**src/rtl/cfg_pkg.sv**
```systemverilog
package cfg_pkg;

  typedef enum logic [2:0] {
    S_IDLE,
    S_WIPE,
    S_SETTLE,
    S_HUNT,
    S_FETCH,
    S_STROBE,
    S_POLL
  } ldr_state_t;

  function automatic logic [7:0] bit_flip(input logic [7:0] b);
    logic [7:0] r;
    for (int i = 0; i < 8; i++) r[i] = b[7-i];
    return r;
  endfunction

endpackage

```
**src/rtl/cfg_sync.sv**
```systemverilog
module cfg_sync #(
  parameter int W = 3,
  parameter logic [W-1:0] RST_VAL = '0
) (
  input  logic         clk,
  input  logic         rst,
  input  logic [W-1:0] din,
  output logic [W-1:0] dout
);
  logic [W-1:0] meta;

  for (genvar g = 0; g < W; g++) begin : g_bit
    always_ff @(posedge clk) begin
      if (rst) begin
        meta[g] <= RST_VAL[g];
        dout[g] <= RST_VAL[g];
      end else begin
        meta[g] <= din[g];
        dout[g] <= meta[g];
      end
    end
  end
endmodule

```
**src/rtl/cfg_timer.sv**
```systemverilog
module cfg_timer #(
  parameter int CLK_MHZ   = 250,
  parameter int LIMIT_MAX = 3000,
  parameter int UW        = 12
) (
  input  logic          clk,
  input  logic          rst,
  input  logic          clr,
  output logic [UW-1:0] us_cnt
);
  localparam int PW = $clog2(CLK_MHZ + 1);
  localparam logic [PW-1:0] PRE_TOP = PW'(CLK_MHZ - 1);
  localparam logic [UW-1:0] SAT     = UW'(LIMIT_MAX);

  logic [PW-1:0] pre;

  always_ff @(posedge clk) begin
    if (rst || clr) begin
      pre    <= '0;
      us_cnt <= '0;
    end else if (pre == PRE_TOP) begin
      pre <= '0;
      if (us_cnt != SAT) us_cnt <= us_cnt + 1'b1;
    end else begin
      pre <= pre + 1'b1;
    end
  end

  // the microsecond count only ever steps by one between clears (R2 timing base)
  assert_us_step_R2: assert property (@(posedge clk) disable iff (rst)
    (!clr && us_cnt != SAT) |=> (us_cnt == $past(us_cnt) || us_cnt == $past(us_cnt) + 1'b1));
endmodule

```
**src/rtl/cfg_hunt.sv**
```systemverilog
module cfg_hunt (
  input  logic       clk,
  input  logic       rst,
  input  logic       clr,
  input  logic       take,
  input  logic [7:0] byte_i,
  output logic       hit
);
  logic prev_ff;

  assign hit = take && prev_ff && (byte_i == 8'h20);

  always_ff @(posedge clk) begin
    if (rst || clr) prev_ff <= 1'b0;
    else if (take)  prev_ff <= (byte_i == 8'hFF);
  end
endmodule

```
**src/rtl/cfg_loader.sv**
```systemverilog
module cfg_loader
  import cfg_pkg::*;
#(
  parameter int CLK_MHZ    = 250,
  parameter int INIT_US    = 7,
  parameter int CLEAR_US   = 3000,
  parameter int POLL_US    = 16,
  parameter int STROBE_CYC = 4,
  parameter int PAD_BYTES  = 1
) (
  input  logic       clk,
  input  logic       rst,
  input  logic       start,
  input  logic [7:0] s_data,
  input  logic       s_valid,
  input  logic       s_last,
  output logic       s_ready,
  output logic       dev_wipe_n,
  output logic       dev_wr_n,
  output logic [7:0] dev_d,
  input  logic       dev_clear_n,
  input  logic       dev_stall_n,
  input  logic       dev_complete,
  output logic       run,
  output logic       ok_pulse,
  output logic       err_pulse
);
  localparam int LMAX01 = (INIT_US > CLEAR_US) ? INIT_US : CLEAR_US;
  localparam int LMAX   = (LMAX01 > POLL_US) ? LMAX01 : POLL_US;
  localparam int UW     = $clog2(LMAX + 1);
  localparam int SW     = $clog2(STROBE_CYC + 1);
  localparam int PW     = $clog2(PAD_BYTES + 1);

  ldr_state_t state, nxt;

  logic [2:0] st_sync;
  logic       clr_s, stl_s, dne_s;
  logic [UW-1:0] us_cnt, lim;
  logic       expire, tclr;
  logic       take, hit;

  logic [7:0]    pend;
  logic          pend_v, end_seen;
  logic [PW-1:0] pad_left;
  logic [SW-1:0] scnt;

  logic       fin_ok, fin_err, ld, ld_pend, pend_use, set_end, pad_dec;
  logic [7:0] ld_val;

  cfg_sync #(.W(3), .RST_VAL(3'b011)) i_sync (
    .clk (clk),
    .rst (rst),
    .din ({dev_complete, dev_stall_n, dev_clear_n}),
    .dout(st_sync)
  );
  assign clr_s = st_sync[0];
  assign stl_s = st_sync[1];
  assign dne_s = st_sync[2];

  assign tclr = (nxt != state);

  cfg_timer #(.CLK_MHZ(CLK_MHZ), .LIMIT_MAX(LMAX), .UW(UW)) i_timer (
    .clk   (clk),
    .rst   (rst),
    .clr   (tclr),
    .us_cnt(us_cnt)
  );

  always_comb begin
    case (state)
      S_WIPE:   lim = UW'(INIT_US);
      S_SETTLE: lim = UW'(CLEAR_US);
      default:  lim = UW'(POLL_US);
    endcase
  end
  assign expire = (us_cnt >= lim);

  assign s_ready = (state == S_HUNT) || (state == S_FETCH);
  assign take    = s_valid && s_ready;

  cfg_hunt i_hunt (
    .clk   (clk),
    .rst   (rst),
    .clr   (state != S_HUNT),
    .take  (take),
    .byte_i(s_data),
    .hit   (hit)
  );

  always_comb begin
    nxt      = state;
    fin_ok   = 1'b0;
    fin_err  = 1'b0;
    ld       = 1'b0;
    ld_val   = 8'hFF;
    ld_pend  = 1'b0;
    pend_use = 1'b0;
    set_end  = 1'b0;
    pad_dec  = 1'b0;
    case (state)
      S_IDLE:   if (start) nxt = S_WIPE;
      S_WIPE: begin
        if (!clr_s)      nxt = S_SETTLE;
        else if (expire) fin_err = 1'b1;
      end
      S_SETTLE: begin
        if (clr_s && stl_s && !dne_s) nxt = S_HUNT;
        else if (expire)              fin_err = 1'b1;
      end
      S_HUNT: begin
        if (take) begin
          if (hit) begin
            ld      = 1'b1;
            ld_val  = 8'hFF;
            ld_pend = 1'b1;
            set_end = s_last;
            nxt     = S_STROBE;
          end else if (s_last) begin
            fin_err = 1'b1;
          end
        end
      end
      S_FETCH: begin
        if (take) begin
          ld      = 1'b1;
          ld_val  = s_data;
          set_end = s_last;
          nxt     = S_STROBE;
        end
      end
      S_STROBE: if (scnt == SW'(STROBE_CYC - 1)) nxt = S_POLL;
      S_POLL: begin
        if (dne_s) begin
          fin_ok = 1'b1;
        end else if (expire) begin
          if (!(clr_s && stl_s)) begin
            fin_err = 1'b1;
          end else if (pend_v) begin
            ld       = 1'b1;
            ld_val   = pend;
            pend_use = 1'b1;
            nxt      = S_STROBE;
          end else if (end_seen) begin
            if (pad_left != '0) begin
              ld      = 1'b1;
              pad_dec = 1'b1;
              nxt     = S_STROBE;
            end else begin
              fin_err = 1'b1;
            end
          end else begin
            nxt = S_FETCH;
          end
        end
      end
      default: nxt = S_IDLE;
    endcase
    if (fin_ok || fin_err) nxt = S_IDLE;
  end

  always_ff @(posedge clk) begin
    if (rst) begin
      state      <= S_IDLE;
      pend       <= '0;
      pend_v     <= 1'b0;
      end_seen   <= 1'b0;
      pad_left   <= '0;
      scnt       <= '0;
      dev_wipe_n <= 1'b1;
      dev_wr_n   <= 1'b1;
      dev_d      <= '0;
      run        <= 1'b0;
      ok_pulse   <= 1'b0;
      err_pulse  <= 1'b0;
    end else begin
      state      <= nxt;
      dev_wipe_n <= (nxt != S_WIPE);
      dev_wr_n   <= (nxt != S_STROBE);
      run        <= (nxt != S_IDLE);
      ok_pulse   <= fin_ok;
      err_pulse  <= fin_err;

      if (state == S_IDLE && start) begin
        pend_v   <= 1'b0;
        end_seen <= 1'b0;
        pad_left <= PW'(PAD_BYTES);
      end
      if (ld_pend) begin
        pend   <= s_data;
        pend_v <= 1'b1;
      end else if (pend_use) begin
        pend_v <= 1'b0;
      end
      if (ld && set_end) end_seen <= 1'b1;
      if (pad_dec) pad_left <= pad_left - 1'b1;

      if (ld) begin
        dev_d <= bit_flip(ld_val);
        scnt  <= '0;
      end else if (state == S_STROBE) begin
        scnt <= scnt + 1'b1;
      end
    end
  end

  assert_ok_err_excl_R11: assert property (@(posedge clk) disable iff (rst)
    !(ok_pulse && err_pulse));

  assert_pulse_once_R11: assert property (@(posedge clk) disable iff (rst)
    (ok_pulse || err_pulse) |=> (!ok_pulse && !err_pulse && !run));

  assert_wr_in_run_R7: assert property (@(posedge clk) disable iff (rst)
    !dev_wr_n |-> (run && dev_wipe_n));

  assert_strobe_data_R7: assert property (@(posedge clk) disable iff (rst)
    (!dev_wr_n && $past(!dev_wr_n)) |-> $stable(dev_d));

  assert_no_take_in_write_R5: assert property (@(posedge clk) disable iff (rst)
    s_ready |-> dev_wr_n);

  assert_wipe_not_with_write_R3: assert property (@(posedge clk) disable iff (rst)
    !dev_wipe_n |-> (dev_wr_n && !s_ready));
endmodule

```
**config.mk**
```make
export PLATFORM = sky130hd
export DESIGN_NAME = cfg_loader
export DESIGN_NICKNAME = d
export VERILOG_FILES = /design/src/rtl/cfg_pkg.sv /design/src/rtl/cfg_sync.sv /design/src/rtl/cfg_timer.sv /design/src/rtl/cfg_hunt.sv /design/src/rtl/cfg_loader.sv
export SDC_FILE = /design/constraint.sdc
export NUM_CORES = 1
export LEC_CHECK = 0
export ABC_AREA = 0
export BUFFER_PORTS_ARGS = -buffer_cell sky130_fd_sc_hd__clkbuf_2
export CELL_PAD_IN_SITES_DETAIL_PLACEMENT = 1
export CELL_PAD_IN_SITES_GLOBAL_PLACEMENT = 2
export CORE_MARGIN = 2
export CORE_UTILIZATION = 30
export DETAILED_ROUTE_END_ITERATION = 10
export GPL_TIMING_DRIVEN = 0
export PLACE_DENSITY = 0.83
export SYNTH_ARGS = -nofsm -noshare
export SYNTH_HDL_FRONTEND = slang
export SYNTH_SLANG_ARGS = --single-unit
export TNS_END_PERCENT = 5
```
**constraint.sdc**
```tcl
create_clock -name clk -period 3.1 [get_ports clk]
set_clock_uncertainty 0.2 [all_clocks]
set_input_delay 0.62 -clock clk [delete_from_list [all_inputs] [get_ports clk]]
set_output_delay 0.62 -clock clk [all_outputs]
set_load 0.02 [all_outputs]
```
Word-level counts from Yosys, hierarchy flattened
Cells that the tools add are included.
{"block": "word_totals", "ff_bits": 57, "input_bits": 16, "output_inout_bits": 14, "wordCells": 129}
{"block": "classes", "add_sub_neg": 4, "order_cmp": 1, "n_eq_ne": 15, "muxes": 68, "reduce_logical": 20}
{"cell": "1-bit two-way mux", "count": 43}
{"cell": "3-bit two-way mux", "count": 14}
{"cell": "8-bit two-way mux", "count": 5}
{"cell": "12-bit one-hot mux with 2 select lines", "count": 1}
{"cell": "3-bit one-hot mux with 7 select lines", "count": 1}
{"cell": "8-bit equality test (second input constant)", "count": 2}
{"cell": "8-bit one-hot mux with 2 select lines", "count": 1}
{"cell": "12-bit by 1-bit adder with 12-bit output (second input constant)", "count": 1}
{"cell": "12-bit greater-or-equal comparator", "count": 1}
{"cell": "12-bit != test (second input constant)", "count": 1}
{"cell": "3-bit by 2-bit equality test with 1-bit output (second input constant)", "count": 3}
{"cell": "3-bit equality test (second input constant)", "count": 3}
{"cell": "8-bit by 1-bit adder with 8-bit output (second input constant)", "count": 1}
{"cell": "8-bit by 6-bit equality test with 1-bit output (second input constant)", "count": 1}
{"cell": "1-bit logical AND", "count": 7}
{"cell": "3-bit nonzero test", "count": 2}
{"cell": "1-bit logical OR", "count": 4}
{"cell": "1-bit one-hot mux with 4 select lines", "count": 1}
{"cell": "2-bit nonzero test", "count": 2}
{"cell": "2-bit OR reduction", "count": 2}
{"cell": "3-bit by 1-bit adder with 3-bit output (second input constant)", "count": 1}
{"cell": "3-bit by 1-bit equality test with 1-bit output (second input constant)", "count": 1}
{"cell": "3-bit logical NOT", "count": 1}
{"cell": "3-bit by 1-bit != test with 1-bit output (second input constant)", "count": 1}
{"cell": "other kinds (8)", "count": 8}

Logic depth before layout (Yosys ltp)
Gate-level depths: netlist of run 1.
{"block": "logic_depth", "ltp_word": 13, "mapped_depth": 12, "mapped_depth_nobuf": 10}

Hierarchy
From an unflattened synthesis of run 1, not the netlist that was laid out.
{"block": "unflattened", "hier_cells": 319, "area_unflattened_um2": 2876.5}
{"mod": "cfg_loader", "instances": 1, "cells_each": 185, "area_per_inst_um2": 1629.1, "seq_area_each_um2": 600.6}
{"mod": "cfg_timer", "instances": 1, "cells_each": 113, "area_per_inst_um2": 1004.7, "seq_area_each_um2": 400.4}
{"mod": "cfg_sync", "instances": 1, "cells_each": 12, "area_per_inst_um2": 157.7, "seq_area_each_um2": 120.1}
{"mod": "cfg_hunt", "instances": 1, "cells_each": 9, "area_per_inst_um2": 85.1, "seq_area_each_um2": 20.0}

Least setup slack after synthesis of run 1
No wires, ideal clock.
{"block": "synth_timing", "path_kind": "reg-to-reg", "startpoint": "register state[2]", "endpoint": "register i_timer.us_cnt[0]", "setup_time_ns": 0.137, "arrival_ns": 2.786, "required_time_ns": 2.763, "path_slack_ns": -0.024, "path_stages_with_launch": 12, "n_path_buf": 2, "synth_period_minus_slack_ns": 3.124, "cell_sequence": "dfxtp_1 clkbuf_1 nor2b_1 nand2_1 ha_1 nand4b_4 or4_4 o221a_2 or3_4 nand4_1 buf_4 a211oi_1"}
{"block": "synth_between", "elab_chain_cells": 12, "elab_cells_between_ends": 40, "cone_classes": "order compare: 1; eq/ne: 7; mux: 25; reduce/logical: 7"}
{"item": "start, declared", "line": "cfg_loader.sv:34", "text": "ldr_state_t state, nxt;"}
{"item": "start signal, assigned", "line": "cfg_loader.sv:176", "text": "state <= nxt;"}
{"item": "branches (longest 10 deep; another with 12-bit greater-or-equal comparator)"}
{"item": "3-bit != test (*)", "line": "cfg_loader.sv:60", "text": "assign tclr = (nxt != state);"}
{"item": "1-bit logical OR (*)", "line": "cfg_timer.sv:18", "text": "if (rst || clr) begin"}
{"item": "end signal, assigned", "line": "cfg_timer.sv:23", "text": "if (us_cnt != SAT) us_cnt <= us_cnt + 1'b1;"}
{"item": "end, declared", "line": "cfg_timer.sv:9", "text": "output logic [UW-1:0] us_cnt"}
Every way passes the cells marked *.
A chain may end at the register's enable or synchronous reset.

Worst setup path in the final report of run 1
{"block": "layout_timing", "startpoint": "register state[1]", "endpoint": "register i_timer.us_cnt[8]"}
The elaborated chain is that of the path after synthesis.

==> flow_summary.yaml, run 1 <==
floorplan:
  die_area_um2: 10300
  core_um2: 9240
  initial_core_util_pct: 30.9
  num_rows: 35
  chipHeight_um: 101
  die_x_um: 101
  ios: 30
synth:
  ys.warnings.count: 0
  synth_edf_count: 0
  ys_seq_area_share_pct: 40.0
  syn_avg_cell_area_um2: 8.75
  synth_area_um2: 2850
  synth_cells: 326
  synthArstFlopShare_pct: 0
  ys_seq_elements: 57
  synth.distinct_cells: 55
  syn_nets: 356
  ys.flop_type: "dfxtp_1"
grt:
  antenna_found_initial: 0
  grt-ovfl-total: 0
  grt_pass1_wl_mm: 13.8
  grt_max_degree: 12
  grt_pass1_vias: 2792
  grt_use_total_pct: 17.4
sta:
  setup_viol: 0
  timing.final.crit_share_pct: 97.3
  slew_viol_final: 0
  setup_tns_ns: 0
  rsz0062_at_grt: "yes"
  report.final.hold_viol_count: 0
  period_needed_ns: 3.02
  holdWs_ns: 0.209
  worst_pin_slew_ns: 0.601
  max_slew_margin_pct: 59.6
  fmax_ghz: 0.332
finish:
  layout-drive-gt1-share_pct: 28.0
  areaGrowthSynthToFinish_pct: 30.6
  multi_input_area_um2: 1800
  nets: 411
  diodes: 0
  seq_area_um2: 1150
  fill_cells: 1098
routing:
  drcViolationCount: 0
  m1WireLength_mm: 3.59
  vias_per_cell: 5.13
  routed.top_layer: "met4"
  totalWireLength_mm: 8.39
  drtPass1Iterations: 4
  route.met3.wl_um: 247
  via_count: 2643
  drtAntennaViolNets: 0
  wl_per_cell_um: 16.3
  met2WireLength_mm: 4.36
  drt-initial-drc-count: 65
setup_path:
  slowest_stage: "or4_4"
  crit_fanout: 6
  path_cells: "nor2b_4 > nand2_4 > ha_4 > nand4b_4 > or4_4 > o221a_4 > or3_4 > nand4_1 > buf_12 > buf_8 > a211oi_2"
  endpoint_kind: "register"
  start_kind: "register"
  critPathMaxStageDelay_ns: 0.55
  critPathArrivalTime_ns: 3.03
  critPathKind: "reg2reg"
  crit_required_ns: 3.11
flow_run:
  cap_violations: 0
placed_design:
  portBuffers: 28
  dp_hpwl_mm: 5.76
  routabilityCongestion: 0.885
cts:
  ctsHtreeMaxLevel: 3
  ctsHoldBuffers: 0
  cts_made_buffers: 9
  cts_root_buffer: "clkbuf_8"
  cts.sinks: 57
  path_clk_slew_ns: 0.07
  cts_buffer_depth: 2
  clock_latency_ns: 0.36
  cts_tree: "done"
pwr:
  leakage_uw: 0.00149
  powerDensity_nw_per_um2: 443
  ir_drop_v: 0.000249
hold_path:
  hp-class: "reg2reg"
outcome:
  outcome: "finished, final reports clean"
cell usage after synthesis, drive strengths merged, types with 8 or more instances:
master	instances	area share, %
o221a	9	3.6
nor3	11	2.1
nor2	33	4.3
dfxtp	57	40
nand3	14	2.5
xnor2	8	2.5
xor2	10	3.1
and2	11	2.4
clkbuf	8	1.1
a21oi	26	4.6
nand2	30	4.0
ha	14	6.1
inv	9	1.2
per-layer routing:
metal	vias up	global-route usage, %
li1	1279	-
met1	1296	19.9
met2	50	31.7
met3	18	2.62
met4	0	8.00
met5	-	0
cell type report:
class | count | share of cell area [%]
Multi-Input combinational cell | 245 | 48.4
Sequential cell | 57 | 30.8
Timing Repair Buffer | 45 | 7.73
Tap cell | 129 | 4.33
Clock buffer | 9 | 3.33
Buffer | 14 | 2.69
Clock inverter | 7 | 1.85
Inverter | 9 | 0.907
flip-flops by register name (all words and copies together), names as in the netlist, 3 cells and up:
| signal | cells |
|---|---|
| dev_d | 8 |
| i_sync.dout | 3 |
| i_sync.meta | 3 |
| i_timer.pre | 8 |
| i_timer.us_cnt | 12 |
| pend | 8 |
| scnt | 3 |
| state | 3 |
metrics by stage:
stage	cell area [µm²]	setup WS [ns]	util [%]	std cells	total power, µW
floorplan	2860	0.0515	-	326	867
global placement	3160	-0.594	34.2	483	916
detailed placement	3160	-0.665	34.2	483	920
CTS	3640	0.00980	39.4	512	1650
global route	3720	-0.0297	40.3	515	1720
finish	3720	0.0848	40.3	515	1650
cell usage in the layout, fill, tap and decap left out, types with 3 or more instances in the layout:
cell type / instances
dfxtp_1: 54
nor2_1: 33
clkbuf_2: 30
nand2_1: 27
a21oi_1: 23
nand3_1: 14
buf_4: 14
and2_1: 11
nor3_1: 10
xor2_1: 10
clkbuf_8: 9
inv_1: 8
xnor2_1: 8
ha_1: 8
and3_1: 7
o221a_1: 7
buf_6: 6
ha_4: 6
nor2b_1: 5
nor3b_1: 5
nand4_1: 5
or2_2: 5
a211oi_2: 5
clkbuf_1: 4
or3_1: 4
nand3b_1: 3
nand2b_1: 3
nor4_1: 3
a21oi_2: 3
clkinv_2: 3
worst max-delay path: cells and delay by family (launching register included):
kind	cells	cell delay (ns)
AO/OA/AOI/OAI	2	0.31
adder cells (fa/ha/maj)	1	0.31
buffers and inverters	2	0.26
flip-flops	1	0.35
AND/OR/NAND/NOR	6	1.45
worst paths after layout:
check	from	end	slack [ns]	cells after the start
worst max-delay path	state[1]	i_timer.us_cnt[8]	0.08	11
worst min register to register	i_sync.meta[1]	i_sync.dout[1]	0.21	1
worst min-delay path	i_sync.meta[1]	i_sync.dout[1]	0.21	1
worst max register to register	state[1]	i_timer.us_cnt[8]	0.08	11
cell families after synthesis:
group / share of synthesized area (%)
flops: 40.0
mux: 0.746
buf+inv: 3.82
simple gates: 28.1
xor+xnor: 5.53
compound gates: 15.7
fa+ha+maj: 6.14
power by group:
part	total (µW)	switching (µW)	leakage, µW	internal, µW
sequential	755	9.22	0.000463	746
clock	703	334	0.0000954	369
combinational	194	115	0.000936	79.1
timing repair:
item	CTS	global route
gates resized for setup	36	15
gates cloned	2	0
pin swaps	9	14
setup buffers	11	4
endpoints found under the setup margin	38	28
No activity file was read; power rests on OpenSTA's default activity.
==> run 2, diff against run 1 <==
--- a/config.mk
+++ b/config.mk
@@ -7,6 +7,7 @@
 export LEC_CHECK = 0
 export ABC_AREA = 0
 export BUFFER_PORTS_ARGS = -buffer_cell sky130_fd_sc_hd__clkbuf_2
+export CAP_MARGIN = 20
 export CELL_PAD_IN_SITES_DETAIL_PLACEMENT = 1
 export CELL_PAD_IN_SITES_GLOBAL_PLACEMENT = 2
 export CORE_MARGIN = 2
@@ -14,6 +15,7 @@
 export DETAILED_ROUTE_END_ITERATION = 10
 export GPL_TIMING_DRIVEN = 0
 export PLACE_DENSITY = 0.83
+export RECOVER_POWER = 50
 export SYNTH_ARGS = -nofsm -noshare
 export SYNTH_HDL_FRONTEND = slang
 export SYNTH_SLANG_ARGS = --single-unit
==> run 2 against run 1 <==
Effect of this change:
- worst setup slack about the same
- combinational power about the same
- wire length rose by 0.18%
- worst hold slack is essentially flat
==> flow_summary.yaml, run 2 (synthesis gave the netlist of run 1 again) <==
outcome:
  outcome: "finished, final reports clean"
routing:
  via_count: 2642
  drtPass1Iterations: 4
  drtAntennaViolNets: 0
  totalWireLength_mm: 8.41
  wl_per_cell_um: 16.3
  drcViolationCount: 0
  drt-initial-drc-count: 64
  vias_per_cell: 5.13
sta:
  fin_ws_ns: 0.0848
  report.final.hold_viol_count: 0
  worst_pin_slew_ns: 0.601
  max_slew_margin_pct: 59.6
  slew_viol_final: 0
  rsz0062_at_grt: "yes"
  fmax_ghz: 0.332
  setup_tns_ns: 0
  timing.final.crit_share_pct: 97.3
  period_needed_ns: 3.02
  setup_viol: 0
finish:
  fill_cells: 1096
  nets: 411
  postLayoutCoreUtil_pct: 40.1
  areaGrowthSynthToFinish_pct: 30.0
  seq_area_um2: 1150
  regMostFlops: "i_timer.us_cnt"
  stdcell_area_um2: 3710
  multi_input_area_um2: 1800
  layout-drive-gt1-share_pct: 24.4
  diodes: 0
  layout_common_cells: "dfxtp_1, nor2_1, nand2_1"
  final_common_cell: "dfxtp_1"
  largest_register_ffs: 12
grt:
  grt_pass1_wl_mm: 13.8
  antenna_found_initial: 0
  grt_pass1_vias: 2792
  grt_use_total_pct: 17.4
  grt-ovfl-total: 0
  grt_max_degree: 12
floorplan:
  initial_core_util_pct: 30.9
  die_x_um: 101
  core_um2: 9240
  die_area_um2: 10300
  chipHeight_um: 101
  num_rows: 35
  ios: 30
cts:
  ctsHoldBuffers: 0
  clock_latency_ns: 0.36
  cts_root_buffer: "clkbuf_8"
  path_clk_slew_ns: 0.07
  cts.sinks: 57
  cts_tree: "done"
  cts_buffer_depth: 2
  cts_made_buffers: 9
  ctsHtreeMaxLevel: 3
pwr:
  powerDensity_nw_per_um2: 445
  leakage_uw: 0.00145
  ir_drop_v: 0.000249
setup_path:
  crit_required_ns: 3.11
  crit_fanout: 6
  start_kind: "register"
  endpoint_kind: "register"
  critPathKind: "reg2reg"
  critPathArrivalTime_ns: 3.03
placed_design:
  post-place-ws_ns: -0.665
  portBuffers: 28
  routabilityCongestion: 0.885
  dp_hpwl_mm: 5.76
  postPlaceCellArea_um2: 3160
flow_run:
  cap_violations: 0
hold_path:
  hp-class: "reg2reg"
run 2: cell count changes in the layout (fill, tap and decap cells not counted), sizes merged:
cell    previous run  this run
clkbuf            44        45
buf               24        23
run 2: through the flow:
stage | power (µW) | hold slack, ns | cells
floorplan | 867 | 0.189 | 326
global placement | 916 | 0.193 | 483
detailed placement | 920 | 0.199 | 483
CTS | 1650 | 0.215 | 512
global route | 1720 | 0.229 | 515
finish | 1650 | 0.209 | 515
run 2: worst paths after layout:
path	start	endpoint	slack (ns)	cells after the start
hold reg to reg	i_sync.meta[1]	i_sync.dout[1]	0.21	1
hold / removal	i_sync.meta[1]	i_sync.dout[1]	0.21	1
setup / recovery	state[1]	i_timer.us_cnt[8]	0.08	11
setup reg to reg	state[1]	i_timer.us_cnt[8]	0.08	11
run 2: area by class of cell:
cell class                 instances  area share [%]
inverter                           9           0.911
clock inverter                     7            1.86
sequential                        57            30.9
multi-input combinational        245            48.6
timing repair buffer              45            7.29
tap                              129            4.35
buffer                            14            2.70
clock buffer                       9            3.34
run 2: where the power goes:
group          internal [µW]  switching, µW
Combinational           77.8            115
Clock                    369            334
Sequential               746           9.22
Total                   1190            458
run 2: worst max-delay path: stages, from the launching register on:
cell,delay (ns)
dfxtp_4,0.35
nor2b_4,0.16
nand2_4,0.13
ha_4,0.31
nand4b_4,0.10
or4_4,0.55
o221a_4,0.25
or3_4,0.36
nand4_1,0.15
buf_12,0.14
buf_8,0.12
a211oi_2,0.06
run 2: timing repair:
| action | 4_1_cts | 5_1_grt |
|---|---|---|
| pin swaps | 9 | 14 |
| setup endpoints to repair | 38 | 28 |
| resized for setup | 36 | 15 |
| setup buffers | 11 | 4 |
| cloned | 2 | 0 |
run 2: per-layer routing:
layer	routed length (µm)	global-route usage (%)
met2	4360	31.7
met3	248	2.62
met1	3600	19.9
met5	0	0
met4	201	8.00
